**src/rtl/ext_bus_seq.sv**
```systemverilog
module ext_bus_seq #(
  parameter int AW = 16,
  parameter int DW = 16,
  parameter int PW = 3
) (
  input  logic          clk,
  input  logic          rst_n,
  input  logic          req,
  input  logic          req_wr,
  input  logic [AW-1:0] req_addr,
  input  logic [DW-1:0] req_wdata,
  input  logic [PW-1:0] req_lead,
  input  logic [PW-1:0] req_active,
  input  logic [PW-1:0] req_trail,
  output logic          ack,
  output logic [DW-1:0] rdata,
  output logic          bus_clk,
  output logic          bus_cs_n,
  output logic          bus_rnw,
  output logic          bus_rd_n,
  output logic          bus_wr_n,
  output logic [AW-1:0] bus_addr,
  output logic [DW-1:0] bus_dout,
  output logic          bus_oe,
  input  logic [DW-1:0] bus_din
);

  typedef enum logic [2:0] {S_IDLE, S_ALIGN, S_LEAD, S_ACT, S_TRAIL} st_t;

  st_t           st;
  logic [PW-1:0] cnt, act_q, trl_q;
  logic          wr_q, clk_q;
  logic [AW-1:0] addr_q;
  logic [DW-1:0] wd_q, rd_q;

  function automatic logic [PW-1:0] to_cnt(input logic [PW-1:0] n);
    return (n == '0) ? '0 : n - 1'b1;
  endfunction

  wire start  = (st == S_IDLE && req && !clk_q) || st == S_ALIGN;
  wire last   = (cnt == '0);
  wire in_acc = (st == S_LEAD) || (st == S_ACT) || (st == S_TRAIL);

  always_ff @(posedge clk or negedge rst_n) begin
    if (!rst_n) begin
      st     <= S_IDLE;
      cnt    <= '0;
      act_q  <= '0;
      trl_q  <= '0;
      wr_q   <= 1'b0;
      clk_q  <= 1'b0;
      addr_q <= '0;
      wd_q   <= '0;
      rd_q   <= '0;
    end else begin
      clk_q <= ~clk_q;
      case (st)
        S_IDLE:  if (req) st <= clk_q ? S_ALIGN : S_LEAD;
        S_ALIGN: st <= S_LEAD;
        S_LEAD:
          if (last) begin
            st  <= S_ACT;
            cnt <= act_q;
          end else cnt <= cnt - 1'b1;
        S_ACT:
          if (last) begin
            st  <= S_TRAIL;
            cnt <= trl_q;
            if (!wr_q) rd_q <= bus_din;
          end else cnt <= cnt - 1'b1;
        S_TRAIL:
          if (last) st <= S_IDLE;
          else cnt <= cnt - 1'b1;
        default: st <= S_IDLE;
      endcase
      if (start) begin
        addr_q <= req_addr;
        wd_q   <= req_wdata;
        wr_q   <= req_wr;
        cnt    <= to_cnt(req_lead);
        act_q  <= to_cnt(req_active);
        trl_q  <= to_cnt(req_trail);
      end
    end
  end

  assign bus_clk  = clk_q;
  assign bus_cs_n = ~in_acc;
  assign bus_rnw  = ~(in_acc && wr_q);
  assign bus_rd_n = ~(st == S_ACT && !wr_q);
  assign bus_wr_n = ~(st == S_ACT && wr_q);
  assign bus_addr = in_acc ? addr_q : {addr_q[AW-1:1], 1'b1};
  assign bus_dout = wd_q;
  assign bus_oe   = wr_q && (st == S_ACT || st == S_TRAIL);
  assign ack      = (st == S_TRAIL) && last;
  assign rdata    = rd_q;

endmodule

```
**config.mk**
```make
export PLATFORM = sky130hd
export DESIGN_NAME = ext_bus_seq
export DESIGN_NICKNAME = d
export VERILOG_FILES = /design/src/rtl/ext_bus_seq.sv
export SDC_FILE = /design/constraint.sdc
export NUM_CORES = 1
export LEC_CHECK = 0
export BUFFER_PORTS_ARGS = -buffer_cell sky130_fd_sc_hd__buf_2
export CAP_MARGIN = 20
export CELL_PAD_IN_SITES_DETAIL_PLACEMENT = 1
export CELL_PAD_IN_SITES_GLOBAL_PLACEMENT = 1
export CORE_MARGIN = 10
export CORE_UTILIZATION = 37
export CTS_CLUSTER_SIZE = 24
export DETAILED_ROUTE_END_ITERATION = 6
export GPL_TIMING_DRIVEN = 0
export HOLD_SLACK_MARGIN = 0.15
export PLACE_DENSITY_LB_ADDON = 0.1
export SLEW_MARGIN = 20
export SYNTH_ARGS = -nofsm -noshare
export SYNTH_HDL_FRONTEND = slang
export SYNTH_SLANG_ARGS = --single-unit
export TNS_END_PERCENT = 5
```
**constraint.sdc**
```tcl
create_clock -name clk -period 2.4 [get_ports clk]
set_clock_uncertainty 0.15 [all_clocks]
set_input_delay 0 -clock clk [delete_from_list [all_inputs] [get_ports clk]]
set_output_delay 0 -clock clk [all_outputs]
set_load 0.01 [all_outputs]
```
* Word level (Yosys, flattened, before mapping)
Cells that the tools add are included.
** Word-level totals
- Bits in registers :: 62
- Logic and storage cells :: 65
** Cells by class
- Add/sub/neg operators :: 4
- Equality and inequality tests :: 9
- Muxes and demuxes :: 15
- Bitwise logic cells :: 6
- Reduce and logical (&&, ||, !) cells :: 22
** Operator list (count)
- 2-to-1 mux 3 bit :: 11
- logical NOT 3 bit :: 5
- one-hot mux 3 bit (5 select lines) :: 1
- subtractor 3 x 1 -> 3 bit (second input constant) :: 4
- one-hot mux 3 bit (3 select lines) :: 1
- inequality test 2 bit (second input constant) :: 4
- logical AND 1 bit :: 7
- == test 3 x 2 -> 1 bit (second input constant) :: 2
- inverter 1 bit :: 6
- logical OR 1 bit :: 4
- AND reduction 4 bit :: 1
- nonzero test 4 bit :: 1
- == test 3 x 1 -> 1 bit (second input constant) :: 1
- == test 3 bit (second input constant) :: 1
- inequality test 3 bit (second input constant) :: 1
- AND reduction 3 bit :: 1
- logical NOT 1 bit :: 2
- 2-to-1 mux 2 bit :: 1
- AND reduction 2 bit :: 1
- 2-to-1 mux 1 bit :: 1

* Depth between registers and ports, before layout
Gate-level depths: netlist of run 1.
- Depth after elaboration :: 6
- Depth in mapped cells :: 8

* Worst setup path before layout of run 1
No wires, ideal clock.
- Path kind :: reg2reg
- Start point :: register st[2]
- End point :: register rd_q[10], in the netlist rdata[10]
- Library setup time :: 125 ps
- Data arrival time :: 1666 ps
- Path slack :: 459 ps
- Cell stages (with the launch flop) :: 8
- Buffers on the path :: 3
- Period minus slack after synthesis :: 1941 ps
- Cell sequence :: dfrtp_1 -> buf_6 -> nand2b_4 -> or3_4 -> nand2b_4 -> buf_6 -> buf_12 -> mux2_4
** On the way
- Cells in the longest elaborated chain, start to end :: 2
** Ends and longest elaborated chain
- start, declared :: RTL line 30 : st_t st;
- start signal, assigned :: RTL line 58 : S_IDLE: if (req) st <= clk_q ? S_ALIGN : S_LEAD;
- == test 3 x 2 -> 1 bit :: RTL line 57 : case (st)
- AND reduction 3 bit (no line)
- end signal, assigned :: RTL line 69 : if (!wr_q) rd_q <= bus_din;
- end, declared :: RTL line 34 : logic [DW-1:0] wd_q, rd_q;
No other way between the ends.
A chain may end at the register's enable or synchronous reset.

* Final worst setup path of run 1
- Start point :: input port req_lead[0]
- End point :: register cnt[1]
** On the way
- Cells in the longest elaborated chain, start to end :: 3
- Elaborated cells between the ends (all ways) :: 4
- Classes of those cells :: add/sub: 1; mux: 2; reduce/logical: 1
** Ends and longest elaborated chain
- start, declared :: RTL line 12 : input logic [PW-1:0] req_lead,
- subtractor 3 x 1 -> 3 bit or logical NOT 3 bit (tied branches) :: RTL line 37 : return (n == '0) ? '0 : n - 1'b1;
- 2-to-1 mux 3 bit * :: RTL line 37
- 2-to-1 mux 3 bit * :: RTL line 76 : if (start) begin
- end signal, assigned :: RTL line 70 : end else cnt <= cnt - 1'b1;
- end signal, assigned :: RTL line 73 : else cnt <= cnt - 1'b1;
- end signal, assigned :: RTL line 80 : cnt <= to_cnt(req_lead);
- end, declared :: RTL line 31 : logic [PW-1:0] cnt, act_q, trl_q;
Every way passes the cells marked *; elsewhere a longest branch is shown, timed or not.

==> reports/results.txt, run 1 <==
Status = complete, no violations
Setup crit end kind = flip-flop
Data arrival time of the critical path = 2.08 ns
Total power = 5.08 mW
Pin count of the biggest net entering global routing = 48
Most frequent cells in the layout = buf_2 (119), dlygate4sd3_1 (66), dfrtp_1 (62)
Post-synth EDFFs = 0
F_max = 0.493 GHz
Top Ports = 116
Crit Path Max Fanout = 3
Fin util = 0.584
TritonCTS buffer count = 9
Wire per inst = 16.4 um
Post-synth top flop = dfrtp_1
Worst min path class = input port to flip-flop
Area leader, netlist = dfrtp_1
Vias in the first global route = 2762
Worst-Margin Slew = 0.688 ns
CORE AREA = 7730 um2
Via Count = 2422
Antenna diode count = 0
Slew Viols, Final = 0
Max Cap Viol = 0
Initial Util = 0.381
DRC = 0
Final antenna-violating net count = 0
Overall routed net length = 8.72 mm
DP Worst Slack = 0.390 ns
Crit path kind = input port to flip-flop
YS warnings = 0
Synth unique cells = 34
Syn_area_per_cell = 12.7 um2
Fin crit period = 2.03 ns
Gr usage total = 0.150
CP startpoint kind = input port
Die area = 11900 um2
Commonest non-fill, non-tap cell in the layout = buf_2
Initial drt markers = 59
Worst path required time = 2.46 ns
Hold Vio Cnt, Final = 0
Via-to-Cell Ratio = 4.55
Layout cell share with drive strength beyond 1 = 0.500
Final setup vio count = 0
Slew margin rel. = 0.540
Synth Register Bits = 62
Die Wd = 109 um
Routability cong. = 0.740
Register area share after synthesis = 0.527
Wire length of the first global-routing pass = 14.2 mm
RSZ-0062 raised after global routing = false
Fin crit share = 0.845
Post-CTS setup buffers = 0
Skew-Pair Late Insertion Delay = 0.33 ns
Router iterations before antenna repair = 4
Initial antenna violation count = 0
Clk root buf = clkbuf_8
Leakage power = 2.22 nW
Syn Nets = 301
Area growth syn-to-layout = 53.2%
Async S/R FF share, synth = 1.00
Die Y = 109 um
Setup WS post-layout = 0.372 ns
Netlist Area Pre-Place = 2940 um2
Port bufs = 115
Synth Instances = 232
Hold path cells = 3
HPWL Detailed = 5.92 mm
Grt ovf = 0
Clk slew on worst S/H paths = 0.07 ns
Synth top area cells = dfrtp_1 (53%), mux2_2 (16%), mux2_4 (5.1%), buf_4 (4.1%), ha_1 (3.4%)
Clk buf depth = 2
Worst reg-to-reg path cell count = 7
Yosys top cell area share = 0.527
Setup TNS = 0 ns
NumNets Final = 494
Num rows = 32
# H-tree levels = 3
Pwr/cell area = 1130 nW/um2
Clock sinks = 62
CTS tree = done
Maximum vdd ir drop = 554 uV
[sequential cells by signal, summed over array words and instances (netlist names)]
register,flops
addr_q,16
bus_dout,16
rdata,16
act_q,3
cnt,3
st,3
trl_q,3
bus_clk,1
wr_q,1
[worst paths after layout]
path	start	end	slack, ns
max	req_lead[0]	cnt[1]	0.37
min	req_active[0]	act_q[0]	0.26
max reg2reg	st[2]	rdata[12]	0.39
min reg2reg	act_q[0]	act_q[0]	0.34
max in group asynchronous	rst_n	rdata[2]	0.43
min in group asynchronous	rst_n	act_q[0]	0.59
[what timing repair did]
action	in CTS	in global routing
endpoints found under the setup margin	0	1
hold buffers	66	0
hold endpoints to repair	121	0
gates resized for setup	0	1
[cells by family after synthesis]
logic type / Yosys count / synth area share
AOI/OAI and AO/OA: 28 / 0.0561
xor gates and xnor gates: 2 / 0.00595
adders and majority gates: 8 / 0.0340
buffers and inverters: 37 / 0.0804
DFF: 62 / 0.527
muxes: 55 / 0.222
and+or+nand+nor: 40 / 0.0744
[per-stage QoR]
step | instance area [um2] | hold WS [ns] | cells
floorplan | 2940 | -0.446 | 232
global placement | 3650 | 0.0597 | 449
detailed placement | 3680 | -0.267 | 450
CTS | 4500 | 0.256 | 532
global route | 4510 | 0.258 | 532
finish | 4510 | 0.260 | 532
[cells in the mapped netlist, types with 2 or more instances]
master    instances
a21oi_1           7
a32oi_1           2
and2_1            2
buf_2             5
buf_4            16
buf_6             2
clkbuf_1          2
dfrtp_1          62
ha_1              8
inv_1            10
mux2_2           42
mux2_4           10
mux2i_1           3
nand2_1          10
nand2b_4          2
nand3_1           2
nor2_1            9
nor2b_1           4
nor3_1            4
o21ai_0           9
o22ai_1           4
o31ai_1           2
or2_2             3
xnor2_1           2
[routing by layer]
metal	GRT usage	up-vias	wire, um
met5	0	-	0
met4	0.0474	0	78
met3	0.0619	8	785
met2	0.260	82	4410
met1	0.164	1175	3450
li1	-	1157	-
[worst max-delay path, cell delays in order]
cell and delay (ns):
dlygate4sd3_1 0.53, buf_2 0.14, nand2_1 0.06, dlygate4sd3_1 0.54, o21ai_0 0.07, dlygate4sd3_1 0.56, o22ai_1 0.15, a21oi_1 0.06
[report_power, final]
part	total (mW)	leakage, nW	switching [mW]	internal, mW
logic	2.45	1.41	1.12	1.33
clock network	0.792	0.0861	0.394	0.398
registers	1.83	0.733	0.268	1.57
[layout make-up]
cell class	count	area (um2)
Fill cell	839	3220
Sequential cell	62	1550
Timing Repair Buffer	182	1270
Multi-Input combinational cell	133	1160
Buffer	26	195
Clock buffer	12	145
Tap cell	102	128
Inverter	11	41.3
Clock inverter	4	22.5
(Power assumes the default switching activity.)
==> inputs of run 2 (changes only) <==
--- a/config.mk
+++ b/config.mk
@@ -5,12 +5,13 @@
 export SDC_FILE = /design/constraint.sdc
 export NUM_CORES = 1
 export LEC_CHECK = 0
+export ABC_AREA = 1
 export BUFFER_PORTS_ARGS = -buffer_cell sky130_fd_sc_hd__buf_2
 export CAP_MARGIN = 20
 export CELL_PAD_IN_SITES_DETAIL_PLACEMENT = 1
 export CELL_PAD_IN_SITES_GLOBAL_PLACEMENT = 1
 export CORE_MARGIN = 10
-export CORE_UTILIZATION = 37
+export CORE_UTILIZATION = 32
 export CTS_CLUSTER_SIZE = 24
 export DETAILED_ROUTE_END_ITERATION = 6
 export GPL_TIMING_DRIVEN = 0
==> constraint.sdc (replaced) <==
create_clock -name clk -period 1.8 [get_ports clk]
set_clock_uncertainty 0.15 [all_clocks]
set_input_delay 0 -clock clk [delete_from_list [all_inputs] [get_ports clk]]
set_output_delay 0 -clock clk [all_outputs]
set_load 0.01 [all_outputs]
==> run 2 against run 1 <==
Against the previous run:
- cell count rose by 20%
- clock power rose by 41%
- flip-flop and latch count did not move
- core utilization fell by 6.3 points
- area after synthesis barely moved
- worst hold slack got worse by 0.016 ns
- non-clock buffer count rose by 5
- global-route usage fell by 0.11 points
- clock-buffer cell count fell by 1
==> reports/results.txt, run 2 <==
Commonest non-fill, non-tap cell in the layout = nand2_1
Die Wd = 116 um (+6.2%)
# H-tree levels = 3 (unchanged)
DRC = 0 (unchanged)
Via Count = 2826 (+17%)
Slew Viols, Final = 0 (unchanged)
Non-filler cells, final = 641 (+20%)
Netlist Area Pre-Place = 2950 um2 (about the same)
F_max = 0.581 GHz
Worst path required time = 1.87 ns (-0.59 ns)
Clk buf depth = 2 (unchanged)
Wire length of the first global-routing pass = 15.7 mm (+11%)
Initial Util = 0.333 (-0.0480)
Maximum vdd ir drop = 524 uV (-5.4%)
Setup crit end kind = flip-flop
Clk root buf = clkbuf_8
Crit path cell chain = inv_2 -> ha_4 -> inv_1 -> nor2_4 -> nand3_4 -> buf_6 -> mux2_2
Crit path kind = flip-flop to flip-flop
Skew-Pair Late Insertion Delay = 0.34 ns (about the same)
Fin crit share = 0.956
Setup TNS = 0 ns (unchanged)
Uppermost routed layer = met4
YS warnings = 0 (unchanged)
Routed met3 length = 558 um (-29%)
Die area = 13400 um2 (+13%)
CP max stage delay = 0.41 ns (-0.15 ns)
Worst path slowest cell = dfrtp_1
Vias in the first global route = 3095 (+12%)
Port bufs = 115 (unchanged)
Synth top area cells = dfrtp_1 (53%), nand2_1 (18%), mux2_2 (6.1%), buf_4 (4.8%), ha_1 (3.4%)
HPWL Detailed = 6.91 mm (+17%)
Routed met1 length = 4.19 mm (+22%)
Status = complete, no violations
DP Worst Slack = -0.307 ns (-0.698 ns)
Die Y = 116 um (+6.2%)
Data arrival time of the critical path = 1.79 ns (-0.29 ns)
Area growth syn-to-layout = 56.4%
Synth unique cells = 22 (-35%)
NumNets Final = 597 (+21%)
Top Ports = 116 (unchanged)
Pin count of the biggest net entering global routing = 51 (+6.3%)
Area leader, netlist = dfrtp_1
Count leader, synth = nand2_1
Wire per inst = 15.6 um (-4.6%)
Final setup vio count = 0 (unchanged)
Final antenna-violating net count = 0 (unchanged)
Fin crit period = 1.72 ns
Via-to-Cell Ratio = 4.41 (-3.2%)
Hold Vio Cnt, Final = 0 (unchanged)
Overall routed net length = 10.0 mm (+15%)
Met2 WL = 5.07 mm (+15%)
Initial drt markers = 129 (+120%)
CP startpoint kind = flip-flop
Register area share after synthesis = 0.527 (about the same)
Initial antenna violation count = 1 (+1)
Clock sinks = 62 (unchanged)
Async S/R FF share, synth = 1.00 (unchanged)
Worst-Margin Slew = 0.581 ns (-0.107 ns)
Post-synth top flop = dfrtp_1
Grt ovf = 0 (unchanged)
Num rows = 34 (+6.3%)
Total power = 7.31 mW (+44%)
Max Cap Viol = 0 (unchanged)
TritonCTS buffer count = 9 (unchanged)
Most frequent cells in the layout = nand2_1 (137), buf_2 (115), dlygate4sd3_1 (64)
Crit Path Max Fanout = 10 (+7)
Placed Cells = 553 (+23%)
Critical path origin = cnt[0]
Slew margin rel. = 0.611 (+0.0717)
Post-synth EDFFs = 0 (unchanged)
Clk slew on worst S/H paths = 0.07 ns (about the same)
CORE AREA = 8850 um2 (+15%)
Register area = 1550 um2 (unchanged)
Fillers = 1074 (+28%)
Synth Register Bits = 62 (unchanged)
Worst min path class = input port to flip-flop
Footprint of the multi-input gates = 1140 um2 (-1.5%)
Gr usage total = 0.149 (-0.00110)
CTS tree = done
Leakage power = 2.46 nW (+11%)
Setup WS post-layout = 0.0791 ns (-0.293 ns)
Routability cong. = 0.754 (+1.8%)
Synth Instances = 329 (+42%)
Pwr/cell area = 1590 nW/um2 (+41%)
Hold path startpoint = req_wdata[11]
Layout cell share with drive strength beyond 1 = 0.368 (-0.132)
Router iterations before antenna repair = 4 (unchanged)
Critical R2R Launch = cnt[0]
Syn Nets = 398 (+32%)
Syn_area_per_cell = 8.95 um2 (-29%)
Top post-synthesis cells by count = nand2_1 (140), dfrtp_1 (62), inv_1 (24)
Yosys top cell area share = 0.527 (about the same)
## run 2: cell types whose count changed in the layout (fill, tap and decap cells not counted), sizes merged, moves of 4 or more
| cell | before | now |
|---|---|---|
| nand2 | 10 | 140 |
| mux2 | 52 | 16 |
| inv | 11 | 24 |
| buf | 140 | 149 |
| nand3 | 2 | 10 |
| nor2 | 9 | 17 |
| nor2b | 4 | 0 |
## run 2: metal layers
metal  track usage  vias up
met1         0.164     1333
met3        0.0460       15
met2         0.259       74
met4        0.0642        0
li1              -     1404
met5             0        -
## run 2: report_power, final
group,internal [mW],switching [mW]
clock,0.560,0.558
sequential,2.09,0.397
combinational,1.66,2.05
total,4.31,3.00
## run 2: timing repair
item	CTS	global route
buffers inserted	3	5
endpoints found under the hold margin	123	0
hold buffers	64	0
pin swaps	1	6
endpoints found under the setup margin	64	60
resized for setup	6	11
## run 2: cell families (layout without fill, tap and decap cells)
kind of cell    count (synthesis)  after routing  share of synthesized area
compound gates                 24             24                     0.0459
fa+ha+maj                       8              8                     0.0340
buf+inv                        49            252                     0.0998
flops                          62             62                      0.527
mux                            16             16                     0.0612
other cells                     0              1                          0
simple gates                  170            170                      0.232
## run 2: worst paths after layout
kind                                     end  slack [ns]  cells after the start
worst min-delay path            bus_dout[11]        0.24                      4
max in group asynchronous           act_q[2]        0.52                      3
min in group asynchronous          addr_q[5]        0.60                      3
worst max-delay path                rdata[7]        0.08                      7
worst max register to register      rdata[7]        0.08                      7
worst min register to register   bus_dout[5]        0.32                      2
## run 2: area by class of cell
cell class | instances | area share
Buffer | 25 | 0.0443
Sequential cell | 62 | 0.337
Timing Repair Buffer | 188 | 0.284
Antenna cell | 1 | 0.000543
Inverter | 24 | 0.0196
Tap cell | 108 | 0.0293
Multi-Input combinational cell | 218 | 0.248
Clock inverter | 4 | 0.00489
Clock buffer | 11 | 0.0329
## run 2: metrics by stage
stage | hold WS, ns | util | cell area, um2
6_report | 0.243 | 0.521 | 4610
5_1_grt | 0.245 | 0.521 | 4610
4_1_cts | 0.218 | 0.513 | 4540
3_5_place_dp | -0.278 | 0.417 | 3690
3_3_place_gp | 0.0517 | 0.413 | 3660
2_1_floorplan | -0.446 | - | 2950
## run 2: worst max-delay path: cells and delay by family, from the launching register on
family,cells,cell delay [ns]
adder cells (fa/ha/maj),1,0.14
buffers and inverters,3,0.33
flip-flops,1,0.41
multiplexers,1,0.28
AND/OR/NAND/NOR,2,0.29
==> inputs of run 3 (changes only) <==
==> constraint.sdc (replaced) <==
create_clock -name clk -period 1.8 [get_ports clk]
set_clock_uncertainty 0.15 [all_clocks]
set_input_delay 0 -clock clk [delete_from_list [all_inputs] [get_ports clk]]
set_output_delay 0 -clock clk [all_outputs]
set_load 0.02 [all_outputs]
==> run 3 against run 2 <==
Against the previous run:
- sequential share of layout area is 0.055 points higher
- wire length is 0.57% lower
- design area is 0.16% lower
- first-iteration DRC count is 3.1% higher
- critical path depth stayed put
- cell count is 0.16% lower
- non-clock buffer count is 1 lower
- global-route usage stayed put
- critical path type unchanged
- critical endpoint unchanged
- largest cell class unchanged
- highest routed layer unchanged
==> reports/results.txt, run 3 (synthesis gave the netlist of run 2 again) <==
Status = complete, no violations
DRC = 0 (unchanged)
Num rows = 34 (unchanged)
Setup crit end kind = flip-flop
Via Count = 2813 (-0.46%)
Wire per inst = 15.6 um (-0.41%)
TritonCTS buffer count = 9 (unchanged)
Critical path buffer and inverter count = 3 (unchanged)
Die area = 13400 um2 (unchanged)
F_max = 0.580 GHz (-0.12%)
Commonest non-fill, non-tap cell in the layout = nand2_1
Crit path kind = flip-flop to flip-flop
Pwr/cell area = 1690 nW/um2 (+6.2%)
Initial Util = 0.333 (unchanged)
Hold Vio Cnt, Final = 0 (unchanged)
Initial antenna violation count = 1 (unchanged)
Clk buf depth = 2 (unchanged)
Cell family with most CP delay = flip-flops
Pin count of the biggest net entering global routing = 51 (unchanged)
Skew-Pair Late Insertion Delay = 0.34 ns (about the same)
HPWL Detailed = 6.91 mm (unchanged)
Critical path origin = cnt[0]
Total power = 7.75 mW (+6.0%)
Clock sinks = 62 (unchanged)
Min Hold Slack = 0.244 ns (+0.000779 ns)
Final setup vio count = 0 (unchanged)
Router iterations before antenna repair = 4 (unchanged)
Layout cell share with drive strength beyond 1 = 0.367 (-0.00119)
CORE AREA = 8850 um2 (unchanged)
Hold path startpoint = req_wdata[11]
Top Ports = 116 (unchanged)
Via-to-Cell Ratio = 4.40 (-0.30%)
Fin crit period = 1.72 ns (+0.00202 ns)
NumNets Final = 596 (-0.17%)
Routability cong. = 0.754 (unchanged)
Clk root buf = clkbuf_8
Worst min path class = input port to flip-flop
Leakage power = 2.46 nW (-0.20%)
Final Instance Area = 4600 um2 (-0.16%)
Gr usage total = 0.149 (unchanged)
Port bufs = 115 (unchanged)
Worst path required time = 1.87 ns (about the same)
Final antenna-violating net count = 0 (unchanged)
Maximum vdd ir drop = 566 uV (+8.0%)
Worst path slowest cell = dfrtp_1
Die Y = 116 um (unchanged)
Placed instance area = 3690 um2 (unchanged)
Worst-Margin Slew = 0.578 ns (-0.00288 ns)
Fillers = 1074 (unchanged)
Grt ovf = 0 (unchanged)
Crit Path Max Fanout = 10 (unchanged)
Data arrival time of the critical path = 1.79 ns (about the same)
Slew Viols, Final = 0 (unchanged)
Clk slew on worst S/H paths = 0.07 ns (about the same)
Critical R2R Launch = cnt[0]
Die Wd = 116 um (unchanged)
# H-tree levels = 3 (unchanged)
Slew margin rel. = 0.613 (+0.00193)
Vias in the first global route = 3095 (unchanged)
CP max stage delay = 0.41 ns (about the same)
CP startpoint kind = flip-flop
Crit path cell chain = inv_2 -> ha_4 -> inv_1 -> nor2_4 -> nand3_4 -> buf_6 -> mux2_2
Area growth syn-to-layout = 56.1%
Most frequent cells in the layout = nand2_1 (137), buf_2 (115), dlygate4sd3_1 (64)
Fin crit share = 0.957 (+0.00112)
Overall routed net length = 9.97 mm (-0.57%)
Initial drt markers = 133 (+3.1%)
Max Cap Viol = 0 (unchanged)
Wire length of the first global-routing pass = 15.7 mm (unchanged)
CTS tree = done
[run 3: cell types whose count changed in the layout (fill, tap and decap cells not counted), sizes merged]
cell,delta
buf,-1
[run 3: per-layer routing]
metal | global-route usage | vias to the layer above | share of wire
met5 | 0 | - | 0
met4 | 0.0642 | 0 | 0.022
met3 | 0.0460 | 15 | 0.055
met2 | 0.259 | 72 | 0.50
met1 | 0.164 | 1325 | 0.42
li1 | - | 1401 | -
[run 3: layout make-up]
type | count | area (um2) | share of cell area
buffer | 25 | 204 | 0.0444
inverter | 24 | 90.1 | 0.0196
antenna | 1 | 2.50 | 0.000544
sequential | 62 | 1550 | 0.337
multi-input combinational | 218 | 1140 | 0.248
tap | 108 | 135 | 0.0294
timing repair buffer | 187 | 1300 | 0.282
clock inverter | 4 | 22.5 | 0.00490
clock buffer | 11 | 151 | 0.0329
[run 3: metrics by stage]
stage                      util  setup TNS, ns  worst slack [ns]  instances
final                     0.520              0            0.0771        640
after detailed placement  0.417          -5.43            -0.307        553
after global routing      0.520        -0.0530           -0.0230        640
after floorplan               -              0            0.0275        329
after global placement    0.413          -4.20            -0.282        552
after CTS                 0.513        -0.0833           -0.0706        635
[run 3: worst register-to-register path, cell delays in order (launching register included)]
cell and delay [ns]:
dfrtp_1 0.41, inv_2 0.10, ha_4 0.14, inv_1 0.06, nor2_4 0.18, nand3_4 0.12, buf_6 0.17, mux2_2 0.28
[run 3: path summary, 6_finish.rpt]
| check | slack [ns] | cells after the start | end |
|---|---|---|---|
| max in group asynchronous | 0.52 | 3 | act_q[2] |
| min | 0.24 | 4 | bus_dout[11] |
| max reg2reg | 0.08 | 7 | rdata[7] |
| max | 0.08 | 7 | rdata[7] |
| min reg2reg | 0.32 | 2 | bus_dout[5] |
| min in group asynchronous | 0.60 | 3 | addr_q[5] |
[run 3: repair_timing]
item / 4_1_cts / 5_1_grt
hold buffers: 64 / 0
pin swaps: 1 / 6
resized for setup: 6 / 11
buffers inserted: 3 / 4
hold endpoints to repair: 123 / 0
setup endpoints to repair: 64 / 60
[run 3: where the power goes]
part / internal, mW / leakage (nW) / switching, mW
combinational: 1.65 / 1.62 / 2.50
sequential: 2.09 / 0.749 / 0.395
clock: 0.560 / 0.0910 / 0.555
total: 4.30 / 2.46 / 3.45
